<file path="config.mk">
export PLATFORM = sky130hd
export DESIGN_NAME = cpwm_pair
export DESIGN_NICKNAME = d
export VERILOG_FILES = /design/src/rtl/cpwm_pkg.sv /design/src/rtl/cpwm_deadtime.sv /design/src/rtl/cpwm_flt_filter.sv /design/src/rtl/cpwm_fault.sv /design/src/rtl/cpwm_pair.sv
export SDC_FILE = /design/constraint.sdc
export NUM_CORES = 1
export LEC_CHECK = 0
export BUFFER_PORTS_ARGS = -buffer_cell sky130_fd_sc_hd__buf_2
export CAP_MARGIN = 20
export CORE_MARGIN = 2
export CORE_UTILIZATION = 49
export CTS_CLUSTER_DIAMETER = 50
export DETAILED_ROUTE_END_ITERATION = 10
export PLACE_DENSITY = 0.78
export RECOVER_POWER = 50
export SYNTH_ARGS = -nofsm -noshare
export SYNTH_HDL_FRONTEND = slang
export SYNTH_HIERARCHICAL = 1
export SYNTH_SLANG_ARGS = --single-unit
</file>
<file path="constraint.sdc">
create_clock -name clk -period 2.1 [get_ports clk]
set_clock_uncertainty 0.05 [all_clocks]
set_input_delay 0 -clock clk [delete_from_list [all_inputs] [get_ports clk]]
set_output_delay 0 -clock clk [all_outputs]
set_load 0.005 [all_outputs]
</file>
<file path="src/rtl/cpwm_pkg.sv">
package cpwm_pkg;
  typedef enum logic [1:0] {
    LVL_OFF  = 2'd0,
    LVL_LOW  = 2'd1,
    LVL_HIGH = 2'd2,
    LVL_RSV  = 2'd3
  } lvl_e;

  typedef enum logic [1:0] {
    FM_OFF      = 2'd0,
    FM_EVEN_MAN = 2'd1,
    FM_ALL_MAN  = 2'd2,
    FM_ALL_AUTO = 2'd3
  } fmode_e;

  function automatic logic [2:0] dt_shift(input logic [1:0] code);
    case (code)
      2'd0:    return 3'd0;
      2'd1:    return 3'd2;
      default: return 3'd4;
    endcase
  endfunction
endpackage

</file>
<file path="src/rtl/cpwm_deadtime.sv">
module cpwm_deadtime #(
  parameter int DTW = 10
) (
  input  logic           clk,
  input  logic           rst_n,
  input  logic           ref_in,
  input  logic [1:0]     dt_pre,
  input  logic [DTW-1:0] dt_cnt,
  output logic           act_a,
  output logic           act_b
);
  import cpwm_pkg::*;
  localparam int TW = DTW + 4;

  logic          ref_q, ref_n;
  logic [TW-1:0] gap_q, gap_n, span;

  always_comb begin
    span  = TW'(dt_cnt) << dt_shift(dt_pre);
    ref_n = ref_q;
    gap_n = gap_q;
    if (ref_in != ref_q) begin
      ref_n = ref_in;
      gap_n = span;
    end else if (gap_q != '0) begin
      gap_n = gap_q - 1'b1;
    end
  end

  always_ff @(posedge clk or negedge rst_n) begin
    if (!rst_n) begin
      ref_q <= 1'b0;
      gap_q <= '0;
    end else begin
      ref_q <= ref_n;
      gap_q <= gap_n;
    end
  end

  assign act_a = ref_q & (gap_q == '0);
  assign act_b = ~ref_q & (gap_q == '0);
endmodule

</file>
<file path="src/rtl/cpwm_flt_filter.sv">
module cpwm_flt_filter #(
  parameter int FLW = 4
) (
  input  logic           clk,
  input  logic           rst_n,
  input  logic           raw,
  input  logic [FLW-1:0] len,
  output logic           filt
);
  logic           st_q, st_n;
  logic [FLW-1:0] run_q, run_n;

  always_comb begin
    st_n  = st_q;
    run_n = run_q;
    if (raw == st_q) begin
      run_n = '0;
    end else if (run_q >= len) begin
      st_n  = raw;
      run_n = '0;
    end else begin
      run_n = run_q + 1'b1;
    end
  end

  always_ff @(posedge clk or negedge rst_n) begin
    if (!rst_n) begin
      st_q  <= 1'b0;
      run_q <= '0;
    end else begin
      st_q  <= st_n;
      run_q <= run_n;
    end
  end

  assign filt = st_q;
endmodule

</file>
<file path="src/rtl/cpwm_fault.sv">
module cpwm_fault #(
  parameter int NFLT = 4,
  parameter int FLW  = 4
) (
  input  logic            clk,
  input  logic            rst_n,
  input  logic [NFLT-1:0] flt_in,
  input  logic [NFLT-1:0] flt_en,
  input  logic [NFLT-1:0] flt_lowact,
  input  logic [NFLT-1:0] flt_use_filt,
  input  logic [FLW-1:0]  flt_len,
  input  logic [1:0]      flt_mode,
  input  logic            wrap,
  input  logic            flt_clr,
  output logic            flag,
  output logic            shut_even,
  output logic            shut_odd
);
  import cpwm_pkg::*;

  fmode_e          mode;
  logic [NFLT-1:0] raw, filt, sel;
  logic            hit;
  logic            flag_q, flag_n, gate_q, gate_n;

  assign mode = fmode_e'(flt_mode);

  for (genvar i = 0; i < NFLT; i++) begin : g_in
    assign raw[i] = flt_en[i] & (flt_in[i] ^ flt_lowact[i]);
    cpwm_flt_filter #(.FLW(FLW)) filt_i (
      .clk  (clk),
      .rst_n(rst_n),
      .raw  (raw[i]),
      .len  (flt_len),
      .filt (filt[i])
    );
    assign sel[i] = flt_use_filt[i] ? filt[i] : raw[i];
  end

  assign hit = (|sel) && (mode != FM_OFF);

  always_comb begin
    flag_n = flag_q;
    if (hit)          flag_n = 1'b1;
    else if (flt_clr) flag_n = 1'b0;

    gate_n = gate_q;
    if (hit)                 gate_n = 1'b1;
    else if (mode == FM_OFF) gate_n = 1'b0;
    else if (wrap && (mode == FM_ALL_AUTO || !flag_q)) gate_n = 1'b0;
  end

  always_ff @(posedge clk or negedge rst_n) begin
    if (!rst_n) begin
      flag_q <= 1'b0;
      gate_q <= 1'b0;
    end else begin
      flag_q <= flag_n;
      gate_q <= gate_n;
    end
  end

  assign flag      = flag_q;
  assign shut_even = (gate_q | hit) && (mode != FM_OFF);
  assign shut_odd  = (gate_q | hit) && (mode != FM_OFF) && (mode != FM_EVEN_MAN);
endmodule

</file>
<file path="src/rtl/cpwm_pair.sv">
module cpwm_pair #(
  parameter int CW   = 16,
  parameter int DTW  = 10,
  parameter int NFLT = 4,
  parameter int FLW  = 4
) (
  input  logic            clk,
  input  logic            rst_n,
  input  logic [CW-1:0]   cnt_val,
  input  logic [CW-1:0]   period,
  input  logic [CW-1:0]   duty,
  input  logic [1:0]      dt_pre,
  input  logic [DTW-1:0]  dt_cnt,
  input  logic [1:0]      out_lvl,
  input  logic            pair_inv,
  input  logic [1:0]      sw_en,
  input  logic [1:0]      sw_val,
  input  logic [1:0]      mask,
  input  logic [1:0]      flt_mode,
  input  logic [NFLT-1:0] flt_en,
  input  logic [NFLT-1:0] flt_lowact,
  input  logic [NFLT-1:0] flt_use_filt,
  input  logic [FLW-1:0]  flt_len,
  input  logic [NFLT-1:0] flt_in,
  input  logic            flt_clr,
  output logic            pin_hi,
  output logic            pin_lo,
  output logic            fault_flag
);
  import cpwm_pkg::*;
  localparam int NCH = 2;

  logic           ref_raw, wrap;
  logic           act_a, act_b;
  logic           shut_even, shut_odd;
  logic [NCH-1:0] chan, shut, pin_n, pin_q;
  lvl_e           lvl;

  assign ref_raw = cnt_val < duty;
  assign wrap    = cnt_val == (period - CW'(1));
  assign lvl     = lvl_e'(out_lvl);

  cpwm_deadtime #(.DTW(DTW)) dt_i (
    .clk   (clk),
    .rst_n (rst_n),
    .ref_in(ref_raw),
    .dt_pre(dt_pre),
    .dt_cnt(dt_cnt),
    .act_a (act_a),
    .act_b (act_b)
  );

  cpwm_fault #(.NFLT(NFLT), .FLW(FLW)) flt_i (
    .clk         (clk),
    .rst_n       (rst_n),
    .flt_in      (flt_in),
    .flt_en      (flt_en),
    .flt_lowact  (flt_lowact),
    .flt_use_filt(flt_use_filt),
    .flt_len     (flt_len),
    .flt_mode    (flt_mode),
    .wrap        (wrap),
    .flt_clr     (flt_clr),
    .flag        (fault_flag),
    .shut_even   (shut_even),
    .shut_odd    (shut_odd)
  );

  assign chan[0] = pair_inv ? act_b : act_a;
  assign chan[1] = pair_inv ? act_a : act_b;
  assign shut[0] = shut_even;
  assign shut[1] = shut_odd;

  for (genvar i = 0; i < NCH; i++) begin : g_ch
    logic sel_v, act_v;
    always_comb begin
      sel_v = sw_en[i] ? sw_val[i] : chan[i];
      act_v = sel_v & ~mask[i] & ~shut[i];
      case (lvl)
        LVL_HIGH: pin_n[i] = act_v;
        LVL_LOW:  pin_n[i] = ~act_v;
        default:  pin_n[i] = 1'b0;
      endcase
    end
  end

  always_ff @(posedge clk or negedge rst_n) begin
    if (!rst_n) pin_q <= '0;
    else        pin_q <= pin_n;
  end

  assign pin_hi = pin_q[0];
  assign pin_lo = pin_q[1];
endmodule

</file>
==> results list <==
- CP delay by family, top: simple AND/OR/NAND/NOR gates
- TritonCTS built the clock tree.
* Post-detailed-route wirelength per cell: 14.8 um
- Entering global routing, the biggest net connects 40 pins.
- The final-report hold violation count was 0.
- Post-synthesis instance area: 3610 sq um
- Among all flip-flop cells after synthesis, the most frequent one is sky130_fd_sc_hd__dfrtp_1.
- Startpoint kind of the worst setup timing path: register
- Unrepaired setup endpoints after global routing: yes
- Sequential elements use 27.0% of the synthesized area.
- Port Buffer Count: 96
* Number of routed nets with antenna violations: 0
- For this configuration, the core starts out at a cell density of 50.3%.
- The number of global-route vias before repair was 3,694.
* Clock slew seen by the registers of the worst setup and hold paths: around 80 ps
- Number of nets produced by synthesis: between 500 and 600
* Min-Delay Path Class: primary input to register
- In this run the biggest area consumer among cell types represents 27.0% of the synthesized area.
* TritonCTS Sinks: 39
- Worst slack on hold paths: 34.2 ps
- Along the worst path, the maximum fanout reaches 3.
* Delay contributed by the slowest stage of the critical path: 410 ps
- Placement Rows: 31
- Walking the worst path, the cells encountered are inv_2 > ha_4 > nor4b_4 > and4b_1 > and2_4 > mux2i_1 > nor2_1 > a21oi_1 > nor3_2 > mux2i_1.
* Max rail drop VDD: between 0.3 and 0.4 mV
* Proportion of synthesized flip-flops having asynchronous set or reset: 100%
- Max-cap violation count: 0
* Endpoint class of the critical path: register
- The largest total area in the synthesized netlist belongs to sky130_fd_sc_hd__dfrtp_1.
- Layout overhead on the synthesized area: 37.5%
- The flow ran to the end, but the final reports show violations.
* Final routed DRC violation total: 0
- Cells taking the most area after synthesis: sky130_fd_sc_hd__dfrtp_1, sky130_fd_sc_hd__ha_1, sky130_fd_sc_hd__xor2_1
* Classification of the worst setup path: register to register
* Total power divided by cell area: 743 nW/um^2
- Clock H-tree levels: 2
- Counting the fill cells in the layout gives 541.
* Antenna violations before repair: 0
- Using the TritonRoute via totals, the vias-per-cell ratio works out to 5.50.
- Overall overflow remaining after global route: 0
- Measured in cells, the most critical reg-to-reg path has a length of 10.
* Post-layout power: 0.00369 W
- Counting along the longest clock path gives a buffer depth of 2.
- Critical path depth in cells: 10
* Final weighted congestion in routability-driven placement: 0.867
* Time the final worst path needs with I/O delays and setup: 2110 ps
- Data required, critical path: between 2000 and 2500 ps
* Count of nets after finishing: 696
- Ratio of final minimum period to clock period: 100%
* Maximum clock rate: 0.474 GHz
* Die extent in x: 89.8 um
- Fin worst setup slack: -9.34 ps
- Number of distinct library cells after synthesis: a little under 60
- Instance count along the most critical hold path: 4
* Non-filler instance count after layout: 664
* Total iterations of the first detailed-routing run: 6
- Clock tree synthesis inserted a total of 5 buffers.
- Critical path arrival: around 2300 ps
* Setup TNS: -11.2 ps
- Setup violations remaining at the end of the flow were counted as 2.
* Library cell appearing most often on the critical path: sky130_fd_sc_hd__mux2i_1
- Mapped Cells: 406
* Buffering stage count on the worst path with inverters included: 1
* Number of synthesized flops with an enable pin: 0
* Insertion delay to the later sink of the worst-skew pair: approximately 290 ps
* Count of yosys warnings during synthesis: 6
* HPWL after detailed placement: 7.45 mm
- For the pin with the worst max-slew slack, the measured transition is 990 ps.
- Global-route usage over all layers: 23.4%
- Die Footprint: 8070 sq um
* Max-slew violation total from the final report: 0
* Headroom to the max-slew limit: between 30% and 40%
- The core region is ~7200 sq um.
* Leak Pwr: 2.44 nW
- Ports: 97
- Mean cell area of the mapped netlist: ~9 sq um
- In this run, placement finished with an instance count of 634.
- For this design, the slowest cell found on the critical path is sky130_fd_sc_hd__dfrtp_1.
* Seq cells post-synth: 39
* Layout cells sized above 1: 35.0%
* Worst Setup Slack post-DPL: -288 ps
- Root buf cell: sky130_fd_sc_hd__clkbuf_8
* Failing checks: negative setup slack
- Wire length of the first global-routing pass: about 16 mm
- The detailed router finished its first iteration with around 150 violations.
* Die boundary height: 89.8 um
- Number of vias in the routed layout: roughly 3,700
- Final routed wirelength across all metal layers: about 10 mm
- N_diodes: 0
where the power goes:
part	switching (W)	total [W]	internal, W
sequential	0.000253	0.00124	0.000982
clock	0.000264	0.000522	0.000258
combinational	0.000895	0.00193	0.00104
flip-flops by register name, summed over array words and instances, names as in the netlist:
register	count
flt_i/g_in.filt_i/filt	4
flt_i/g_in.filt_i/run_q	16
pin_q	2
dt_i/gap_q	14
flt_i/flag	1
flt_i/gate_q	1
dt_i/ref_q	1
per-stage QoR:
| step | instance area [sq um] | utilization (%) |
|---|---|---|
| finish | 4960 | 69.2 |
| global route | 4960 | 69.2 |
| CTS | 4820 | 67.2 |
| detailed placement | 4540 | 63.3 |
| global placement | 4540 | 63.3 |
| floorplan | 3670 | - |
cells in the mapped netlist (5+ instances only):
cell,count
sky130_fd_sc_hd__nand4_1,7
sky130_fd_sc_hd__clkbuf_1,5
sky130_fd_sc_hd__a21o_1,7
sky130_fd_sc_hd__inv_1,45
sky130_fd_sc_hd__a31oi_1,6
sky130_fd_sc_hd__xor2_1,25
sky130_fd_sc_hd__nor2_1,44
sky130_fd_sc_hd__nand2_1,15
sky130_fd_sc_hd__nor3_1,12
sky130_fd_sc_hd__a21oi_1,16
sky130_fd_sc_hd__mux2i_1,15
sky130_fd_sc_hd__ha_1,37
sky130_fd_sc_hd__nand3_1,12
sky130_fd_sc_hd__nor4_1,8
sky130_fd_sc_hd__dfrtp_1,39
sky130_fd_sc_hd__xnor2_1,21
sky130_fd_sc_hd__nand2b_1,5
sky130_fd_sc_hd__o21ai_0,13
cell families after synthesis:
kind of cell	after synthesis	synth area share, %
adder cells (fa/ha/maj)	37	12.8
XOR/XNOR	46	11.2
AO/OA/AOI/OAI	76	16.2
AND/OR/NAND/NOR	137	21.5
buffers and inverters	52	5.44
multiplexers	19	5.82
flip-flops	39	27.0
cell type report:
cell class	instances	area (sq um)	share of cell area, %
Multi-Input combinational cell	315	2600	52.4
Timing Repair Buffer	159	1010	20.3
Clock inverter	1	5.00	0.101
Inverter	45	169	3.40
Clock buffer	6	82.6	1.66
Tap cell	99	124	2.49
Sequential cell	39	976	19.7
worst reg2reg max path: cells and delay by family (launching register included):
family	cells	cell delay [ps]
flops	1	410
fa+ha+maj	1	140
mux	2	310
simple gates	5	990
compound gates	1	50
buf+inv	1	80
per-layer routing:
layer / GRT usage (%) / routed length (um) / up-vias
met5: 0 / 0 / -
met4: 7.95 / 326 / 0
met3: 4.36 / 608 / 31
met2: 45.1 / 5160 / 140
met1: 25.7 / 3750 / 1735
li1: - / - / 1749
worst paths after layout:
path,start,to,slack [ps]
min in group asynchronous,rst_n,flt_i/g_in[3].filt_i/run_q[0],350
worst min register to register,flt_i/g_in[2].filt_i/run_q[0],flt_i/g_in[2].filt_i/run_q[0],440
worst min-delay path,flt_mode[1],flt_i/gate_q,30
worst max register to register,dt_i/gap_q[1],pin_q[0],-9
worst max-delay path,dt_i/gap_q[1],pin_q[0],-9
max in group asynchronous,rst_n,flt_i/g_in[2].filt_i/run_q[1],1040
placed cells by master, fill, tap and decap left out, drive strengths merged, types with 12 or more instances in the layout:
cell | synthesis | layout
buf | 2 | 140
inv | 45 | 45
nor2 | 44 | 44
dfrtp | 39 | 39
ha | 37 | 37
xor2 | 25 | 25
xnor2 | 21 | 21
o21ai | 17 | 17
dlygate4sd3 | 0 | 16
a21oi | 16 | 16
nand2 | 15 | 15
mux2i | 15 | 15
nor3 | 13 | 13
nand3 | 12 | 12
repair_timing:
item | 4_1_cts | 5_1_grt
setup buffers | 1 | 5
hold endpoints to repair | 49 | 0
pin swaps | 3 | 6
endpoints found under the setup margin | 2 | 17
hold buffers | 16 | 0
resized for setup | 6 | 23
gates cloned | 0 | 1
No activity file was read; power rests on OpenSTA's default activity.
